**src/rtl/wt_pkg.sv**
```systemverilog
package wt_pkg;
  localparam int REG_W    = 8;
  localparam int IVAL_W   = 3;
  localparam int N_TAP    = 1 << IVAL_W;
  localparam int B_WDTB   = 7;
  localparam int B_STABLE = 6;
  localparam int B_IRQEN  = 5;
  localparam int B_FLAG   = 4;
  localparam int B_CLRN   = 3;

  typedef struct packed {
    logic              wd_tb;
    logic              stable;
    logic              irq_en;
    logic              flag;
    logic              clr_n;
    logic [IVAL_W-1:0] ival;
  } wt_reg_t;
endpackage

```
**src/rtl/wt_counter.sv**
```systemverilog
module wt_counter #(
  parameter int CNT_W  = 15,
  parameter int IVAL_W = 3
) (
  input  logic              clk_i,
  input  logic              rst_ni,
  input  logic              sub_en_i,
  input  logic              hold_i,
  input  logic              clr_i,
  input  logic [IVAL_W-1:0] ival_i,
  output logic [CNT_W-1:0]  cnt_o,
  output logic              tick_o
);
  localparam int N_TAP  = 1 << IVAL_W;
  localparam int TAP_LO = CNT_W - N_TAP;
  localparam logic [CNT_W-1:0] ONE = 1;

  logic [CNT_W-1:0] cnt_q;
  logic [N_TAP-1:0] taps;
  logic             tap_q;

  for (genvar g = 0; g < N_TAP; g++) begin : g_tap
    assign taps[g] = cnt_q[TAP_LO+g];
  end

  always_ff @(posedge clk_i or negedge rst_ni) begin
    if (!rst_ni) begin
      cnt_q <= '0;
      tap_q <= 1'b0;
    end else begin
      if (hold_i || clr_i) cnt_q <= '0;
      else if (sub_en_i)   cnt_q <= cnt_q + ONE;
      tap_q <= taps[ival_i];
    end
  end

  // rising edge of the selected tap
  assign tick_o = taps[ival_i] & ~tap_q;
  assign cnt_o  = cnt_q;
endmodule

```
**src/rtl/wt_stab.sv**
```systemverilog
module wt_stab #(
  parameter int STAB_W = 14
) (
  input  logic clk_i,
  input  logic rst_ni,
  input  logic sub_en_i,
  input  logic stop_i,
  output logic stable_o
);
  localparam logic [STAB_W-1:0] ONE = 1;

  logic [STAB_W-1:0] wait_q;
  logic              stable_q;

  always_ff @(posedge clk_i or negedge rst_ni) begin
    if (!rst_ni) begin
      wait_q   <= '0;
      stable_q <= 1'b0;
    end else if (stop_i) begin
      wait_q   <= '0;
      stable_q <= 1'b0;
    end else if (!stable_q && sub_en_i) begin
      wait_q <= wait_q + ONE;
      if (&wait_q) stable_q <= 1'b1;
    end
  end

  assign stable_o = stable_q;
endmodule

```
**src/rtl/wt_regs.sv**
```systemverilog
module wt_regs
  import wt_pkg::*;
(
  input  logic              clk_i,
  input  logic              rst_ni,
  input  logic              wr_i,
  input  wt_reg_t           wd_i,
  input  logic              tick_i,
  input  logic              sleep_i,
  input  logic              stable_i,
  input  logic              sub_active_i,
  input  logic              rmw_i,
  output wt_reg_t           rd_o,
  output logic [IVAL_W-1:0] ival_o,
  output logic              flag_o,
  output logic              irq_o,
  output logic              wdog_tb_o
);
  logic              wd_tb_q, irq_en_q, flag_q;
  logic [IVAL_W-1:0] ival_q;
  logic              wd_unused;

  assign wd_unused = wd_i.stable ^ wd_i.clr_n;

  always_ff @(posedge clk_i or negedge rst_ni) begin
    if (!rst_ni) begin
      wd_tb_q  <= 1'b1;
      irq_en_q <= 1'b0;
      ival_q   <= '0;
    end else if (wr_i) begin
      wd_tb_q  <= wd_i.wd_tb;
      irq_en_q <= wd_i.irq_en;
      ival_q   <= wd_i.ival;
    end
  end

  // low-power entry beats a set event; a set event beats a software clear
  always_ff @(posedge clk_i or negedge rst_ni) begin
    if (!rst_ni)                      flag_q <= 1'b0;
    else if (sleep_i)                 flag_q <= 1'b0;
    else if (tick_i)                  flag_q <= 1'b1;
    else if (wr_i && !wd_i.flag)      flag_q <= 1'b0;
  end

  always_comb begin
    rd_o        = '0;
    rd_o.wd_tb  = wd_tb_q;
    rd_o.stable = stable_i;
    rd_o.irq_en = irq_en_q;
    rd_o.flag   = flag_q | rmw_i;
    rd_o.clr_n  = 1'b1;
    rd_o.ival   = ival_q;
  end

  assign ival_o    = ival_q;
  assign flag_o    = flag_q;
  assign irq_o     = flag_q & irq_en_q;
  assign wdog_tb_o = wd_tb_q & ~sub_active_i;
endmodule

```
**src/rtl/wtimer_ctrl.sv**
```systemverilog
module wtimer_ctrl
  import wt_pkg::*;
#(
  parameter int                CNT_W    = 15,
  parameter int                STAB_W   = 14,
  parameter int                ADDR_W   = 4,
  parameter logic [ADDR_W-1:0] REG_ADDR = '0
) (
  input  logic              clk_i,
  input  logic              rst_ni,
  input  logic              sub_en_i,
  input  logic              sub_active_i,
  input  logic              stop_i,
  input  logic              hstby_i,
  input  logic [ADDR_W-1:0] addr_i,
  input  logic              we_i,
  input  logic [REG_W-1:0]  wdata_i,
  input  logic              rmw_i,
  output logic [REG_W-1:0]  rdata_o,
  output logic              irq_o,
  output logic              stable_o,
  output logic              wdog_tb_sel_o
);
  wt_reg_t           wd, rd;
  logic              reg_hit, wr, cnt_clr, flag_wr0, tick, flag_q;
  logic [IVAL_W-1:0] ival;
  logic [CNT_W-1:0]  cnt_q;

  assign wd       = wt_reg_t'(wdata_i);
  assign reg_hit  = (addr_i == REG_ADDR);
  assign wr       = we_i & reg_hit;
  assign cnt_clr  = wr & ~wd.clr_n;
  assign flag_wr0 = wr & ~wd.flag;

  wt_counter #(.CNT_W(CNT_W), .IVAL_W(IVAL_W)) u_cnt (
    .clk_i    (clk_i),
    .rst_ni   (rst_ni),
    .sub_en_i (sub_en_i),
    .hold_i   (stop_i),
    .clr_i    (cnt_clr),
    .ival_i   (ival),
    .cnt_o    (cnt_q),
    .tick_o   (tick)
  );

  wt_stab #(.STAB_W(STAB_W)) u_stab (
    .clk_i    (clk_i),
    .rst_ni   (rst_ni),
    .sub_en_i (sub_en_i),
    .stop_i   (stop_i),
    .stable_o (stable_o)
  );

  wt_regs u_regs (
    .clk_i        (clk_i),
    .rst_ni       (rst_ni),
    .wr_i         (wr),
    .wd_i         (wd),
    .tick_i       (tick),
    .sleep_i      (stop_i | hstby_i),
    .stable_i     (stable_o),
    .sub_active_i (sub_active_i),
    .rmw_i        (rmw_i),
    .rd_o         (rd),
    .ival_o       (ival),
    .flag_o       (flag_q),
    .irq_o        (irq_o),
    .wdog_tb_o    (wdog_tb_sel_o)
  );

  assign rdata_o = reg_hit ? rd : '0;
endmodule

```
**config.mk**
```make
export PLATFORM = sky130hd
export DESIGN_NAME = wtimer_ctrl
export DESIGN_NICKNAME = d
export VERILOG_FILES = /design/src/rtl/wt_pkg.sv /design/src/rtl/wt_counter.sv /design/src/rtl/wt_stab.sv /design/src/rtl/wt_regs.sv /design/src/rtl/wtimer_ctrl.sv
export SDC_FILE = /design/constraint.sdc
export NUM_CORES = 1
export LEC_CHECK = 0
export BUFFER_PORTS_ARGS = -buffer_cell sky130_fd_sc_hd__buf_2
export CAP_MARGIN = 5
export CORE_MARGIN = 10
export CORE_UTILIZATION = 30
export CTS_BUF_LIST = sky130_fd_sc_hd__clkbuf_4
export DETAILED_ROUTE_END_ITERATION = 10
export PLACE_DENSITY_LB_ADDON = 0.05
export SLEW_MARGIN = 20
export SYNTH_ARGS = -nofsm -noshare
export SYNTH_HDL_FRONTEND = slang
export SYNTH_SLANG_ARGS = --single-unit
```
**constraint.sdc**
```tcl
create_clock -name clk_i -period 3.6 [get_ports clk_i]
set_input_delay 0.54 -clock clk_i [delete_from_list [all_inputs] [get_ports clk_i]]
set_output_delay 0.54 -clock clk_i [all_outputs]
set_load 0.02 [all_outputs]
```
**Word level (Yosys, flattened, before mapping)**

Cells that the tools add are included.

- Register bits after elaboration: 37
- Bits in latches: 0
- Bits in writable memories: 0
- ROM bits: 0
- Output and inout port bits: 11
- Logic and storage cells: 46
- Memories: 0

- Add/sub/neg operators: 2
- $mul: 0
- Div/mod/pow operators: 0
- $lt $le $gt $ge: 1
- Equal/unequal tests: 0
- Shifts and indexed selects: 0
- Muxes and demuxes: 13
- Bitwise operators: 10
- Reduce and logical (&&, ||, !) cells: 12

Operators with widths:

| operator | number |
|---|---|
| 15-bit two-way mux | 2 |
| 14-bit two-way mux | 2 |
| 15-bit by 1-bit adder with 15-bit output, second input constant | 1 |
| 14-bit by 1-bit adder with 14-bit output, second input constant | 1 |
| 14-bit AND reduction | 1 |
| 8-bit two-way mux | 1 |
| 1-bit two-way mux | 7 |
| 2-bit nonzero test | 3 |
| 1-bit AND | 5 |
| 4-bit zero test | 1 |
| 3-bit by 4-bit < comparator with 1-bit output, second input constant | 1 |
| 1-bit binary-select mux with 3-bit select | 1 |
| 1-bit inverter | 3 |
| 3-bit nonzero test | 1 |
| 1-bit logical AND | 2 |
| 1-bit zero test | 2 |
| 1-bit bitwise OR | 2 |
| 2-bit AND reduction | 1 |
| 1-bit logical OR | 1 |

**Longest topological paths before layout**

Gate-level depths: netlist of run 1.

- Word-level depth: 6
- Mapped depth: 5

**Modules after synthesis**

From an unflattened synthesis of run 1, not the netlist that was laid out.

- Cells, all modules: 209
- Area, all modules: 2118.3 um^2

Modules (own cells, without submodules):

| module | times used | cells each | area an instance (um^2) |
|---|---|---|---|
| wt_counter | 1 | 92 | 883.3 |
| wt_stab | 1 | 80 | 822.0 |
| wt_regs | 1 | 25 | 309.0 |
| wtimer_ctrl | 1 | 12 | 103.8 |

**Least setup slack after synthesis of run 1**

No wires, ideal clock.

- Kind: input -> output
- Start: input addr_i[1]
- End: output rdata_o[0]
- Arrival: 1215 ps
- Data required time: 3060 ps
- Path slack: 1845 ps
- Stages: 2
- Path buffers: 0
- Cells stage by stage: nor4_4 -> and2_1

- Cells in the longest elaborated chain, start to end: 2

RTL lines:

| item | line | RTL |
|---|---|---|
| start, declared | wtimer_ctrl.sv:15 | `input logic [ADDR_W-1:0] addr_i,` |
| 4-bit zero test | wtimer_ctrl.sv:30 | `assign reg_hit = (addr_i == REG_ADDR);` |
| 8-bit two-way mux | wtimer_ctrl.sv:71 | `assign rdata_o = reg_hit ? rd : '0;` |
| end, declared | wtimer_ctrl.sv:19 | `output logic [REG_W-1:0] rdata_o,` |

Every way passes these cells.

**Worst setup path in the final report of run 1**

- Start: input addr_i[1]
- End: output rdata_o[6]

Same word-level chain as after synthesis.

==> out/metrics.cfg, run 1 <==
[status]
status=finished, final reports clean

[worst_setup_path]
path_common_cell=buf_2
critPathBufInv=2
crit_type=in -> out
slowest_stage=nor4_4
critical-path-max-stage-delay_ps=460
worstSetupEndpointType=output pin
path_cells=buf_2 > nor4_4 > and2_1 > buf_2
cp.arrival_ps=1470
cp-start-kind=input port
path_delay_family=simple AND/OR/NAND/NOR gates
critPathRequiredTime_ps=3060
crit_path_max_fanout=9

[placed_design]
place_congestion=0.701
portBuffers=29
postPlaceCellArea_um2=2140
dpl.hpwl_mm=3.13

[clocking]
ctsRootBufferMaster=clkbuf_4
ctsHoldBuffers=0
path_clk_slew_ps=120
numCtsBuffers=5
cts_resized=0
cts_tree=built
clk_latency_ps=340
h-tree-depth=2
clk_path_buf_depth=2
cts.sinks=37
cts_setup_buffers=0

[drt]
initialDrtViolationCount=17
postRouteAntennaNets=0
wire_per_inst_um=15.0
vias=1431
drt_wl_total_mm=4.28
drc=0
dr.pass1.iters=3
vias_per_cell=5.00

[die]
io_pins=31
dieArea_um2=10100
std_cell_rows=29
start_util_pct=30.7
die_h_um=100
die_w_um=100
fp.coreArea_um2=6310

[synthesis]
synth.distinct_cells=41
syn_nets=199
syn_avg_cell_area_um2=10.9
syn_inst=177
synth_warnings=0
synth_edf_count=0
async_flop_share_pct=100
synth-main-ff-cell=dfrtp_1
synth-seq-cells=37
synth_area_um2=1940
seq_area_frac_synth_pct=47.9

[layout]
layout.nets=230
final_common_cell=dfrtp_1
multi_input_area_um2=963
layout_common_cells=36 x dfrtp_1, 29 x buf_2, 27 x nor2_1, 15 x xor2_1, 12 x nand4_1
nFillCells=683
regArea_um2=927
fin_area_um2=2200
area_growth_pct=13.7
diodes=0
drive_gt1_share_pct=23.9

[pwr]
peakVddDrop_uv=157
power.density_nw_per_um2=343
power_leakage_nw=0.986

[sta]
hold_violations=0
fin_setup_tns_ps=0
finalCritPeriodShare_pct=55.7
rsz0062_at_grt=false
worstMarginPinSlew_ps=858
timing.fmax_ghz=0.499
slew_violations=0
slew_headroom_pct=42.8
period_needed_ps=2010
fin_skew_ps=18.7
setup_viol=0

[job]
drv_cap=0

[global_route]
track_usage_pct=8.91
grt_max_degree=38
grt-ovfl-total=0
grt_pass1_vias=1532
antenna_found_initial=0
grt_pass1_wl_mm=7.27

[worst_hold_path]
worst_hold_path_type=in -> async

[per-stage QoR]
step / power [mW] / util (%) / hold WS, ps / instances / worst slack [ps]
after floorplan: 0.501 / - / 244 / 177 / 1850
after global placement: 0.532 / 33.9 / 494 / 278 / 1600
after detailed placement: 0.535 / 33.9 / 517 / 278 / 1580
after CTS: 0.768 / 34.9 / 319 / 286 / 1590
after global routing: 0.794 / 34.9 / 328 / 286 / 1520
final: 0.755 / 34.9 / 281 / 286 / 1590
[synthesized netlist by cell type, types with 3 or more instances]
master	n	area, um2
dfrtp_1	36	901
or3_1	3	18.8
nand3_1	8	40.0
a21oi_1	4	20.0
nand4_1	12	75.1
xnor2_1	6	52.6
mux2_1	7	78.8
and4_1	3	26.3
o21ai_0	4	20.0
and2_1	8	50.1
xor2_1	15	131
nor2b_1	3	18.8
nand2_1	5	18.8
nor2_1	27	101
buf_4	4	30.0
[area by class of cell]
cell class | count | area share (%)
tap | 77 | 4.38
inverter | 3 | 0.512
clock inverter | 1 | 0.227
sequential | 37 | 42.1
timing repair buffer | 29 | 6.59
clock buffer | 7 | 2.39
multi-input combinational | 132 | 43.8
[flip-flops by register name (all words and copies together), names as in the netlist]
register	count
u_regs.flag_o	1
u_regs.wd_tb_q	1
u_cnt.tap_q	1
u_regs.ival_o	3
u_cnt.cnt_o	15
u_stab.stable_o	1
u_stab.wait_q	14
u_regs.irq_en_q	1
[report_power, final]
part           leakage, nW  switching (mW)  total [mW]  internal (mW)
combinational        0.446          0.0383      0.0697         0.0314
sequential           0.504          0.0202       0.455          0.435
clock               0.0361           0.139       0.230         0.0913
total                0.986           0.197       0.755          0.558
[cells by family after synthesis]
kind of cell / share of synthesized area, %
simple gates: 25.1
flops: 47.9
xor+xnor: 9.50
compound gates: 5.82
mux: 8.02
buf+inv: 2.33
fa+ha+maj: 1.29
[metal layers]
metal | vias to the layer above | GRT usage (%) | wire length, um
met4 | 0 | 2.61 | 37
met5 | - | 0 | 0
met3 | 4 | 2.34 | 122
met2 | 10 | 16.5 | 2390
met1 | 728 | 9.60 | 1730
li1 | 689 | - | -
[path summary, 6_finish.rpt]
| path | startpoint | end | slack [ps] | cells past startpoint |
|---|---|---|---|---|
| max in group asynchronous | rst_ni | u_stab.wait_q[11] | 2750 | 1 |
| worst max-delay path | addr_i[1] | rdata_o[6] | 1590 | 4 |
| worst min register to register | u_regs.irq_en_q | u_regs.irq_en_q | 540 | 1 |
| worst min-delay path | rst_ni | u_cnt.cnt_o[11] | 280 | 1 |
| worst max register to register | u_stab.stable_o | u_stab.wait_q[13] | 1890 | 4 |
| min in group clk_i | hstby_i | u_regs.flag_o | 350 | 2 |
Note: power is estimated with default switching activity, not from simulation.
==> inputs of run 2 (changes only) <==
- clock period: 3.6 -> 1.7 ns (I/O delays scaled with it)
==> run 2 against run 1 <==
Against the previous run:
- register-to-register slack worse by 1800 ps
- sequential share of layout area is 1.5 points lower
- critical path depth stayed put
- total power is 110% higher
- first-iteration DRC count is 71% higher
- cell count is 3.5% higher
- combinational power is 150% higher
- die area stayed put
- count of clock-buffer cells in the layout is 2 lower
==> out/metrics.cfg, run 2 (same netlist as run 1, synthesis figures left out) <==
[status]
status=finished, final reports clean

[placed_design]
portBuffers=29
postPlaceCellArea_um2=2220
place_congestion=0.783
placed_cells=287
dpl.hpwl_mm=3.36

[global_route]
grt-ovfl-total=0
track_usage_pct=9.23
grt_pass1_vias=1461
grt_pass1_wl_mm=7.49
grt_max_degree=21
antenna_found_initial=0

[die]
start_util_pct=30.7
die_w_um=100
dieArea_um2=10100
fp.coreArea_um2=6310
std_cell_rows=29
die_h_um=100
io_pins=31

[sta]
period_needed_ps=1580
fin_skew_ps=11.2
setup_viol=0
holdWs_ps=62.7
timing.fmax_ghz=0.632
fin_setup_tns_ps=0
hold_violations=0
slew_violations=0
rsz0062_at_grt=false
worstMarginPinSlew_ps=465
finalCritPeriodShare_pct=93.1
slew_headroom_pct=69.0

[layout]
layout.nets=240
final_cells=296
layout_common_cells=35 x dfrtp_1, 29 x buf_2, 27 x nor2_1, 15 x xor2_1, 12 x nand4_1
largest_reg_flops=15
final_common_cell=dfrtp_1
area_growth_pct=18.0
fin_area_um2=2280
drive_gt1_share_pct=26.5
diodes=0

[drt]
vias_per_cell=4.80
postRouteAntennaNets=0
initialDrtViolationCount=29
drt_wl_total_mm=4.42
drc=0
vias=1421
wire_per_inst_um=14.9
dr.pass1.iters=4

[pwr]
p_int_mw=1.15
power_leakage_nw=1.03
pwr-share-seq_pct=60.7
power_frac_comb_pct=10.9
power.share.clock_pct=28.4
peakVddDrop_uv=289
power.density_nw_per_um2=690
sw_frac_of_total_pct=26.9
switchingPower_mw=0.424
p_total_mw=1.58

[worst_setup_path]
crit_path_max_fanout=4
cp-start-kind=flip-flop
crit_type=reg -> reg
worstSetupEndpointType=flip-flop
cp.arrival_ps=1810
critPathRequiredTime_ps=1930

[clocking]
h-tree-depth=2
clk_latency_ps=340
numCtsBuffers=5
cts_tree=built
ctsRootBufferMaster=clkbuf_4
clk_path_buf_depth=2
path_clk_slew_ps=110
cts.sinks=37
cts_setup_buffers=0

[job]
drv_cap=0

[worst_hold_path]
worst_hold_path_type=in -> reg

[run 2: cell types whose count changed in the layout (fill, tap and decap cells not counted), sizes merged]
| cell | delta |
|---|---|
| buf | +9 |
| clkbuf | -2 |
| clkinv | +2 |
| dlygate4sd3 | +1 |
[run 2: final timing paths]
check                                 start           endpoint  slack (ps)  cells after the start
setup / recovery           u_stab.wait_q[5]  u_stab.wait_q[13]         120                      4
hold reg to reg                 u_cnt.tap_q      u_regs.flag_o         530                      2
max in group asynchronous            rst_ni   u_stab.wait_q[4]         840                      3
hold / removal                      hstby_i      u_regs.flag_o          60                      2
setup reg to reg           u_stab.wait_q[5]  u_stab.wait_q[13]         120                      4
min in group asynchronous            rst_ni     u_cnt.cnt_o[6]         380                      2
[run 2: power by group through the flow]
stage | registers (mW) | logic, mW | clock network, mW
finish | 0.957 | 0.173 | 0.448
detailed placement | 0.977 | 0.176 | 0
global placement | 0.972 | 0.172 | 0
global route | 0.966 | 0.194 | 0.517
CTS | 0.959 | 0.179 | 0.477
floorplan | 0.968 | 0.0933 | 0
[run 2: layer usage]
layer,part of all wire [%],track usage (%),vias up
met1,44,10.6,688
li1,-,-,711
met4,1.5,3.26,0
met3,2.7,2.68,7
met5,0,0,-
met2,52,15.9,15
[run 2: timing repair]
action / CTS / global route
resized for setup: 0 / 1
hold buffers: 1 / 0
hold endpoints to repair: 16 / 0
endpoints found under the setup margin: 0 / 1
[run 2: area by class of cell]
cell class | count | area, um2
clock buffers | 5 | 37.5
clock inverters | 3 | 12.5
fillers | 651 | 4030
inverters | 3 | 11.3
multi-input cells | 132 | 963
flip-flops and latches | 37 | 928
well taps | 77 | 96.3
repair buffers | 39 | 235
[run 2: per-stage QoR]
stage	util (%)	setup slack (ps)
after floorplan	-	76.4
final	36.2	118
after global routing	36.2	22.7
after global placement	35.2	93.8
after detailed placement	35.2	60.7
after CTS	36.2	44.8
[run 2: worst max-delay path, stage by stage, from the launching register on]
cell and delay, ps:
dfrtp_1 480, nand4_4 150, a2111oi_4 360, nand4_1 160, mux2_1 320
